## src/rtl/pattern_seq.sv

```systemverilog
module pattern_seq #(
  parameter int DATA_W = 16,
  parameter int ADDR_W = 12,
  parameter int HOLD_W = 16,
  parameter int DIV_W  = 16
) (
  input  logic                         clk,
  input  logic                         rst_n,
  input  logic                         start,
  input  logic                         stop_req,
  input  logic                         switch_req,
  input  logic                         pps_in,
  input  logic                         pps_align,
  input  logic [DIV_W-1:0]             div_val,
  input  logic [2*DATA_W+HOLD_W:0]     mem_data,
  output logic [ADDR_W:0]              mem_addr,
  output logic [DATA_W-1:0]            port_a,
  output logic [DATA_W-1:0]            port_b,
  output logic                         running,
  output logic                         waiting_pps,
  output logic                         active_bank,
  output logic                         swap_done
);

  localparam int HOLD_LSB = 2*DATA_W;
  localparam int LAST_BIT = 2*DATA_W + HOLD_W;

  typedef enum logic [1:0] {S_IDLE, S_RUN, S_WAIT} st_t;

  st_t               st;
  logic [ADDR_W-1:0] idx;
  logic [HOLD_W-1:0] dwell;
  logic [DIV_W-1:0]  pre, div_lat;
  logic              last_q, stop_pend, sw_pend;
  logic [2:0]        pps_sh;

  logic              pps_edge, tick, boundary, at_end;
  logic              do_stop, do_wait, do_swap, load;
  logic              next_bank;
  logic [ADDR_W-1:0] next_idx;

  assign pps_edge = pps_sh[1] & ~pps_sh[2];
  assign tick     = (pre == '0);
  assign boundary = (st == S_RUN) && tick && (dwell == '0);
  assign at_end   = boundary && last_q;

  assign do_stop  = stop_pend && (at_end || st == S_WAIT);
  assign do_wait  = at_end && !stop_pend && sw_pend && pps_align;
  assign do_swap  = (at_end && !stop_pend && sw_pend && !pps_align) ||
                    (st == S_WAIT && !stop_pend && pps_edge);
  assign load     = (st == S_IDLE && start) ||
                    (boundary && !do_stop && !do_wait) ||
                    (st == S_WAIT && !stop_pend && pps_edge);

  assign next_bank = do_swap ? ~active_bank : active_bank;
  assign next_idx  = (st == S_RUN && !last_q) ? idx + 1'b1 : '0;
  assign mem_addr  = {next_bank, next_idx};

  assign running     = (st != S_IDLE);
  assign waiting_pps = (st == S_WAIT);

  always_ff @(posedge clk) begin
    if (!rst_n) pps_sh <= '0;
    else        pps_sh <= {pps_sh[1:0], pps_in};
  end

  always_ff @(posedge clk) begin
    if (!rst_n) begin
      st <= S_IDLE;
    end else begin
      case (st)
        S_IDLE:  if (start) st <= S_RUN;
        S_RUN:   if (do_stop) st <= S_IDLE;
                 else if (do_wait) st <= S_WAIT;
        S_WAIT:  if (do_stop) st <= S_IDLE;
                 else if (pps_edge) st <= S_RUN;
        default: st <= S_IDLE;
      endcase
    end
  end

  always_ff @(posedge clk) begin
    if (!rst_n) begin
      stop_pend <= 1'b0;
      sw_pend   <= 1'b0;
    end else begin
      if (do_stop || st == S_IDLE) stop_pend <= 1'b0;
      else if (stop_req)           stop_pend <= 1'b1;
      if (do_swap)                 sw_pend   <= 1'b0;
      else if (switch_req)         sw_pend   <= 1'b1;
    end
  end

  always_ff @(posedge clk) begin
    if (!rst_n) begin
      active_bank <= 1'b0;
      swap_done   <= 1'b0;
    end else begin
      active_bank <= next_bank;
      swap_done   <= do_swap;
    end
  end

  always_ff @(posedge clk) begin
    if (!rst_n) begin
      port_a  <= '0;
      port_b  <= '0;
      idx     <= '0;
      dwell   <= '0;
      last_q  <= 1'b0;
      pre     <= '0;
      div_lat <= '0;
    end else if (load) begin
      port_a  <= mem_data[DATA_W-1:0];
      port_b  <= mem_data[2*DATA_W-1:DATA_W];
      dwell   <= mem_data[LAST_BIT-1:HOLD_LSB];
      last_q  <= mem_data[LAST_BIT];
      idx     <= next_idx;
      pre     <= div_val;
      div_lat <= div_val;
    end else if (do_stop) begin
      port_a  <= '0;
      port_b  <= '0;
    end else if (st == S_RUN) begin
      if (tick) begin
        pre <= div_lat;
        if (dwell != '0) dwell <= dwell - 1'b1;
      end else begin
        pre <= pre - 1'b1;
      end
    end
  end

endmodule

```

## config.mk

```make
export PLATFORM = sky130hd
export DESIGN_NAME = pattern_seq
export DESIGN_NICKNAME = d
export VERILOG_FILES = /design/src/rtl/pattern_seq.sv
export SDC_FILE = /design/constraint.sdc
export NUM_CORES = 1
export LEC_CHECK = 0
export ABC_AREA = 1
export CORE_UTILIZATION = 53
export CTS_BUF_LIST = sky130_fd_sc_hd__clkbuf_8
export DETAILED_ROUTE_END_ITERATION = 8
export PLACE_DENSITY = 0.87
export SLEW_MARGIN = 25
export SYNTH_ARGS = -nofsm -noshare
export SYNTH_HDL_FRONTEND = slang
export SYNTH_SLANG_ARGS = --single-unit
```

## constraint.sdc

```tcl
create_clock -name clk -period 2.2 [get_ports clk]
set_input_delay 0.44 -clock clk [delete_from_list [all_inputs] [get_ports clk]]
set_output_delay 0.44 -clock clk [all_outputs]
set_load 0.1 [all_outputs]
```

==> metrics.md, run 1 <==
| Metric | Value |
|---|---|
| Switching share of power | 38.1% |
| GRT Util Overall | 30.9% |
| Hpwl dp | ~10000 um |
| DIE AREA | between 10000 and 15000 um^2 |
| Status | finished with violations |
| Drt first pass iters | 6 |
| Crit Path Class | reg2out |
| Cell family with most CP delay | simple AND/OR/NAND/NOR gates |
| Largest net degree at the start of global routing | 40 |
| Seq/Total Area, Yosys | between 30 and 40% |
| Area growth syn-to-layout | 48.3% |
| CTS tree | done |
| Port bufs | between 100 and 150 |
| Mapped Area | 5440 um^2 |
| Die width | 103 um |
| Vias per cell | between 5 and 6 |
| Layout cell share with drive strength beyond 1 | 25.0% |
| Yosys cell types | 36 |
| WP data required | 1.76 ns |
| Initial antenna violation count | 0 |
| Setup_tns | -7.88 ns |
| Slew Limit Headroom | 68.9% |
| Commonest non-fill, non-tap cells in the layout | nand2_1, nor2_1, buf_4, dfxtp_1, inv_1 |
| Seq cells post-synth | 102 |
| GPL Wtd Cong | 0.878 |
| Worst setup EP type | output port |
| Vias | roughly 6700 |
| Clock slew at reported path FFs | 0.09 ns |
| # setup viols final | 76 |
| Slew @ Worst Pin | about 0.47 ns |
| Peak supply drop | 0.000429 V |
| Leakage | 3.57 nW |
| Inserted Clock Buffers | 9 |
| Max-Cap Viols | 0 |
| Htree depth | 3 |
| Clock Latency Late Sink | 0.39 ns |
| Worst Path Max Fanout | 3 |
| Core area | roughly 9900 um^2 |
| Syn Inst Count | 828 |
| Synth warn | 0 |
| Syn avg cell area | 6.57 um^2 |
| Violated checks | setup timing |
| Peak Freq | 371 MHz |
| Worst hold margin | 0.433 ns |
| Row count | 36 |
| Hold Path Class | reg2reg |
| Critical-path cell list | inv_2 -> ha_4 -> inv_2 -> nor2_2 -> nand2_1 -> nor2_2 -> nand3_2 -> nor4_2 -> nand2_1 -> nand2_2 -> inv_2 -> nand2_2 -> nand2_2 -> buf_12 |
| CP max stage cell | dfxtp_2 |
| Fin. max-slew vios | 0 |
| Clk_skew | about 0.010 ns |
| Die height | 103 um |
| Clock power share | 23.5% |
| Critical Path Start Type | flip-flop |
| Crit path time final | ~2.7 ns |
| Sw power | 1.98 mW |
| First-pass GRT wire length | around 26000 um |
| GRT overflow | 0 |
| Synthesized net count | 905 |
| Gate power share | 36.0% |
| # diodes | 0 |
| Reg power frac | between 40% and 50% |
| Initial Util | 55.1% |
| CTS sink cnt | approximately 100 |
| Io pins | 121 |
| Period utilisation layout | 122% |
| HP Start | pps_sh[0] |
| Buf/Inv on CP | 4 |
| Crit path DAT | between 2 and 2.5 ns |
| CP startpoint | pre[0] |
| Int Power | 3.22 mW |
| DRT iter0 DRCs | 713 |
| DR WL/cell | 17.3 um |
| DR DRC count | 0 |
| Commonest non-fill, non-tap cell in the layout | nand2_1 |
| Crit path largest cell delay | 0.34 ns |
| Final ANT Viol Nets | 0 |
| Power per cell area | ~650 nW/um^2 |
| Maximum clock insertion buffer count | 2 |
| Final core occ | just over 80% |
| Final Hold Viols | 0 |
| Final nets | ~1100 |
| Vias in the first global route | around 5700 |
| Worst flop-to-flop path startpoint | pre[0] |
| Final WL | 19700 um |
| Overall Power | between 5 and 6 mW |
| RSZ-0062 raised after global routing | yes |
| Setup ws final | -0.493 ns |
| Root Driver | clkbuf_8 |
-- per-stage QoR --
stage	instances	setup WS [ns]	area [um^2]
floorplan	828	-0.0793	5640
global placement	1074	0.0441	7200
detailed placement	1074	-0.0642	7200
CTS	1125	-0.430	7800
global route	1135	-0.582	8070
finish	1135	-0.493	8070
-- power by group through the flow --
stage          clock network (mW)  logic (mW)  registers (mW)
2_1_floorplan                   0       0.865            2.38
3_3_place_gp                    0        1.58            2.13
3_5_place_dp                    0        1.61            2.13
4_1_cts                      1.22        1.71            2.09
5_1_grt                      1.29        2.00            2.12
6_report                     1.22        1.87            2.11
-- Yosys cell counts, drive strengths merged --
cell type	instances	area share, %
clkbuf	23	1.6
a311oi	1	0.16
nand2	187	13
o21ai	45	4.1
dfxtp	102	38
or2	2	0.23
inv	87	6.0
a211oi	1	0.14
o2111a	1	0.21
xnor2	2	0.32
o31ai	1	0.23
clkinv	2	0.14
nor3b	2	0.28
nand3	41	3.9
nand4	63	7.2
a21oi	75	6.9
o22ai	1	0.12
ha	5	1.2
nor4	2	0.23
nor2	135	10
xor2	12	1.9
buf	23	2.8
a31oi	3	0.35
and2	2	0.23
nor3	10	0.92
-- per-layer routing --
layer | track usage (%) | vias to the layer above | share of wire [%]
met3 | 6.59 | 131 | 9.2
met2 | 53.9 | 508 | 49
met5 | 0 | - | 0
met4 | 15.7 | 0 | 5.7
met1 | 35.8 | 3009 | 36
li1 | - | 3033 | -
-- tightest hold or removal path, delay by kind of cell, from the launching register on --
kind / cells / cell delay [ns]
flip-flops: 1 / 0.32
AND/OR/NAND/NOR: 1 / 0.05
buffers and inverters: 1 / 0.04
-- cell families after synthesis --
kind of cell,share of synthesized area [%]
adder cells (fa/ha/maj),1.15
flip-flops,37.6
buffers and inverters,10.6
XOR/XNOR,2.25
AND/OR/NAND/NOR,36.2
AO/OA/AOI/OAI,12.2
-- worst paths after layout --
check,to,slack [ns],cells past startpoint
setup / recovery,mem_addr[12],-0.49,14
hold reg to reg,pps_sh[1],0.43,2
setup reg to reg,active_bank,-0.31,22
hold / removal,pps_sh[1],0.43,2
-- timing repair --
item | 4_1_cts | 5_1_grt
gates resized for setup | 34 | 57
pin swaps | 21 | 24
hold buffers | 0 | 0
endpoints found under the hold margin | 0 | 0
setup buffers | 37 | 15
setup endpoints to repair | 15 | 107
-- sequential cells by signal, summed over array words and instances, names as in the netlist --
register,count
idx,12
port_b,16
swap_done,1
pre,16
port_a,16
active_bank,1
stop_pend,1
dwell,16
st,2
pps_sh,3
last_q,1
div_lat,16
sw_pend,1
-- final cells by class --
| type | count | area (um^2) |
|---|---|---|
| flip-flops and latches | 102 | 2060 |
| multi-input cells | 591 | 3240 |
| clock inverters | 6 | 62.6 |
| clock buffers | 10 | 138 |
| fillers | 522 | 1800 |
| inverters | 89 | 358 |
| well taps | 133 | 166 |
| repair buffers | 204 | 2040 |
Power figures use the tool's default switching activity.
==> run 2, diff against run 1 <==
CORE_UTILIZATION = 55   (was 53)
DONT_BUFFER_PORTS = 1   (was default)
PLACE_DENSITY = 0.74   (was 0.87)
==> run 2 against run 1 <==
Compared with the run above:
- the flow still finishes with violations (setup timing)
- first-iteration DRC count fell by 57%
- clock skew grew 0.011 ns
- worst setup slack gained 0.20 ns
- critical path type unchanged
==> metrics.md, run 2 (same netlist as run 1, synthesis figures left out) <==
| Metric | Value |
|---|---|
| Root Driver | clkbuf_8 |
| Hpwl dp | 10200 um |
| Area growth syn-to-layout | 30.3% |
| Hold Path Class | in2reg |
| Worst Path Max Fanout | 3 |
| GRT overflow | 0 |
| Inserted Clock Buffers | 9 |
| Crit Path Class | reg2out |
| # diodes | 0 |
| DR DRC count | 0 |
| Peak supply drop | between 0.0006 and 0.0007 V |
| Largest net degree at the start of global routing | between 40 and 50 |
| # setup viols final | 12 |
| Commonest non-fill, non-tap cell in the layout | nand2_1 |
| Reg power frac | 43.1% |
| Final Hold Viols | 0 |
| Io pins | 121 |
| Status | finished with violations |
| Crit path DAT | just over 2 ns |
| Vias per cell | 5.72 |
| Sw power | 1.90 mW |
| GPL Wtd Cong | 0.899 |
| Placed cell count | 993 |
| Port bufs | 0 |
| Final core occ | 75.3% |
| Die width | 101 um |
| Clock Latency Late Sink | 0.38 ns |
| Period utilisation layout | 113% |
| Row count | 35 |
| Pre-CTS worst setup slack | -0.0513 ns |
| Worst setup EP type | output port |
| Int Power | 2.97 mW |
| Setup ws final | -0.288 ns |
| Vias in the first global route | 5731 |
| Power per cell area | 687 nW/um^2 |
| Maximum clock insertion buffer count | 2 |
| Leakage | 3.14 nW |
| First-pass GRT wire length | 25100 um |
| CTS tree | done |
| Peak Freq | 402 MHz |
| Htree depth | 3 |
| DIE AREA | 10300 um^2 |
| Clock slew at reported path FFs | 0.11 ns |
| Slew Limit Headroom | a little over two fifths |
| GRT Util Overall | 30.5% |
| Design area | 7090 um^2 |
| Clock power share | 23.2% |
| Initial Util | 57.8% |
| Die height | 101 um |
| Violated checks | setup timing |
| WP data required | 1.76 ns |
| Max-Cap Viols | 0 |
| Drt first pass iters | 6 |
| Critical Path Start Type | flip-flop |
| Final WL | 16400 um |
| Final nets | ~980 |
| Final ANT Viol Nets | 0 |
| Hold Buf Count CTS | 0 |
| Clk_skew | just over 0.02 ns |
| Initial antenna violation count | 0 |
| Crit path time final | around 2.5 ns |
| DRT iter0 DRCs | 309 |
| Fin. max-slew vios | 0 |
| Gate power share | roughly 34% |
| Core area | between 9000 and 10000 um^2 |
| CTS sink cnt | 102 |
| Placed cell areas | 6390 um^2 |
| RSZ-0062 raised after global routing | yes |
| Commonest non-fill, non-tap cells in the layout | nand2_1, nor2_1, dfxtp_1, buf_4, inv_1 |
| Switching share of power | approximately two fifths |
| Slew @ Worst Pin | 0.864 ns |
| Layout cell share with drive strength beyond 1 | 23.7% |
| Vias | between 5000 and 6000 |
| DR WL/cell | 15.8 um |
| Finished Layout Cells | 1039 |
## run 2: cell count changes in the layout (fill, tap and decap cells not counted), sizes merged
cell | previous run | this run
clkdlybuf4s50 | 71 | 0
buf | 133 | 112
clkinvlp | 3 | 1
inv | 88 | 90
bufinv | 1 | 0
clkinv | 3 | 4
## run 2: power groups by stage
| stage | sequential, mW | clock [mW] | combinational, mW |
|---|---|---|---|
| finish | 2.10 | 1.13 | 1.64 |
| global route | 2.11 | 1.22 | 1.78 |
| CTS | 2.09 | 1.14 | 1.55 |
| detailed placement | 2.13 | 0 | 1.47 |
| global placement | 2.12 | 0 | 1.44 |
| floorplan | 2.38 | 0 | 0.865 |
## run 2: final timing paths
kind	from	end	slack [ns]	cells after the start
max	pre[1]	mem_addr[12]	-0.29	14
min	pps_in	pps_sh[0]	0.16	2
max reg2reg	dwell[7]	idx[10]	-0.05	13
min reg2reg	pps_sh[0]	pps_sh[1]	0.42	2
## run 2: critical path: stages (launching register included)
cell and delay [ns]:
dfxtp_2 0.34, inv_2 0.08, ha_4 0.14, inv_2 0.04, nor2_4 0.10, nand2_2 0.07, nor2_4 0.10, nand3_2 0.08
nor4_2 0.16, nand2_1 0.10, nand2_2 0.10, inv_2 0.05, nand2_2 0.07, nand2_2 0.07, buf_12 0.17
## run 2: repair_timing
action,in CTS,in global routing
hold endpoints to repair,0,0
buffers inserted,22,12
gates resized for setup,37,42
pin swaps,21,20
endpoints found under the setup margin,29,105
gates cloned,0,1
## run 2: metal layers
| metal | track usage, % | routed length [um] | share of wire (%) |
|---|---|---|---|
| met5 | 0 | 0 | 0 |
| met4 | 11.3 | 580 | 3.5 |
| met3 | 7.11 | 1360 | 8.3 |
| met2 | 55.1 | 8080 | 49 |
| met1 | 34.9 | 6350 | 39 |
## run 2: per-stage QoR
stage / power (mW) / TNS, ns / hold WS [ns]
3_3_place_gp: 3.56 / 0 / 0.405
5_1_grt: 5.11 / -6.38 / 0.137
3_5_place_dp: 3.60 / -0.0630 / 0.405
4_1_cts: 4.77 / -1.11 / 0.144
2_1_floorplan: 3.25 / -0.179 / 0.390
6_report: 4.87 / -1.54 / 0.159
## run 2: cell type report
cell class	instances	area (um^2)
clock inverters	6	51.3
flip-flops and latches	102	2060
repair buffers	113	1130
multi-input cells	591	3200
clock buffers	9	124
well taps	129	161
fillers	675	2330
inverters	89	365
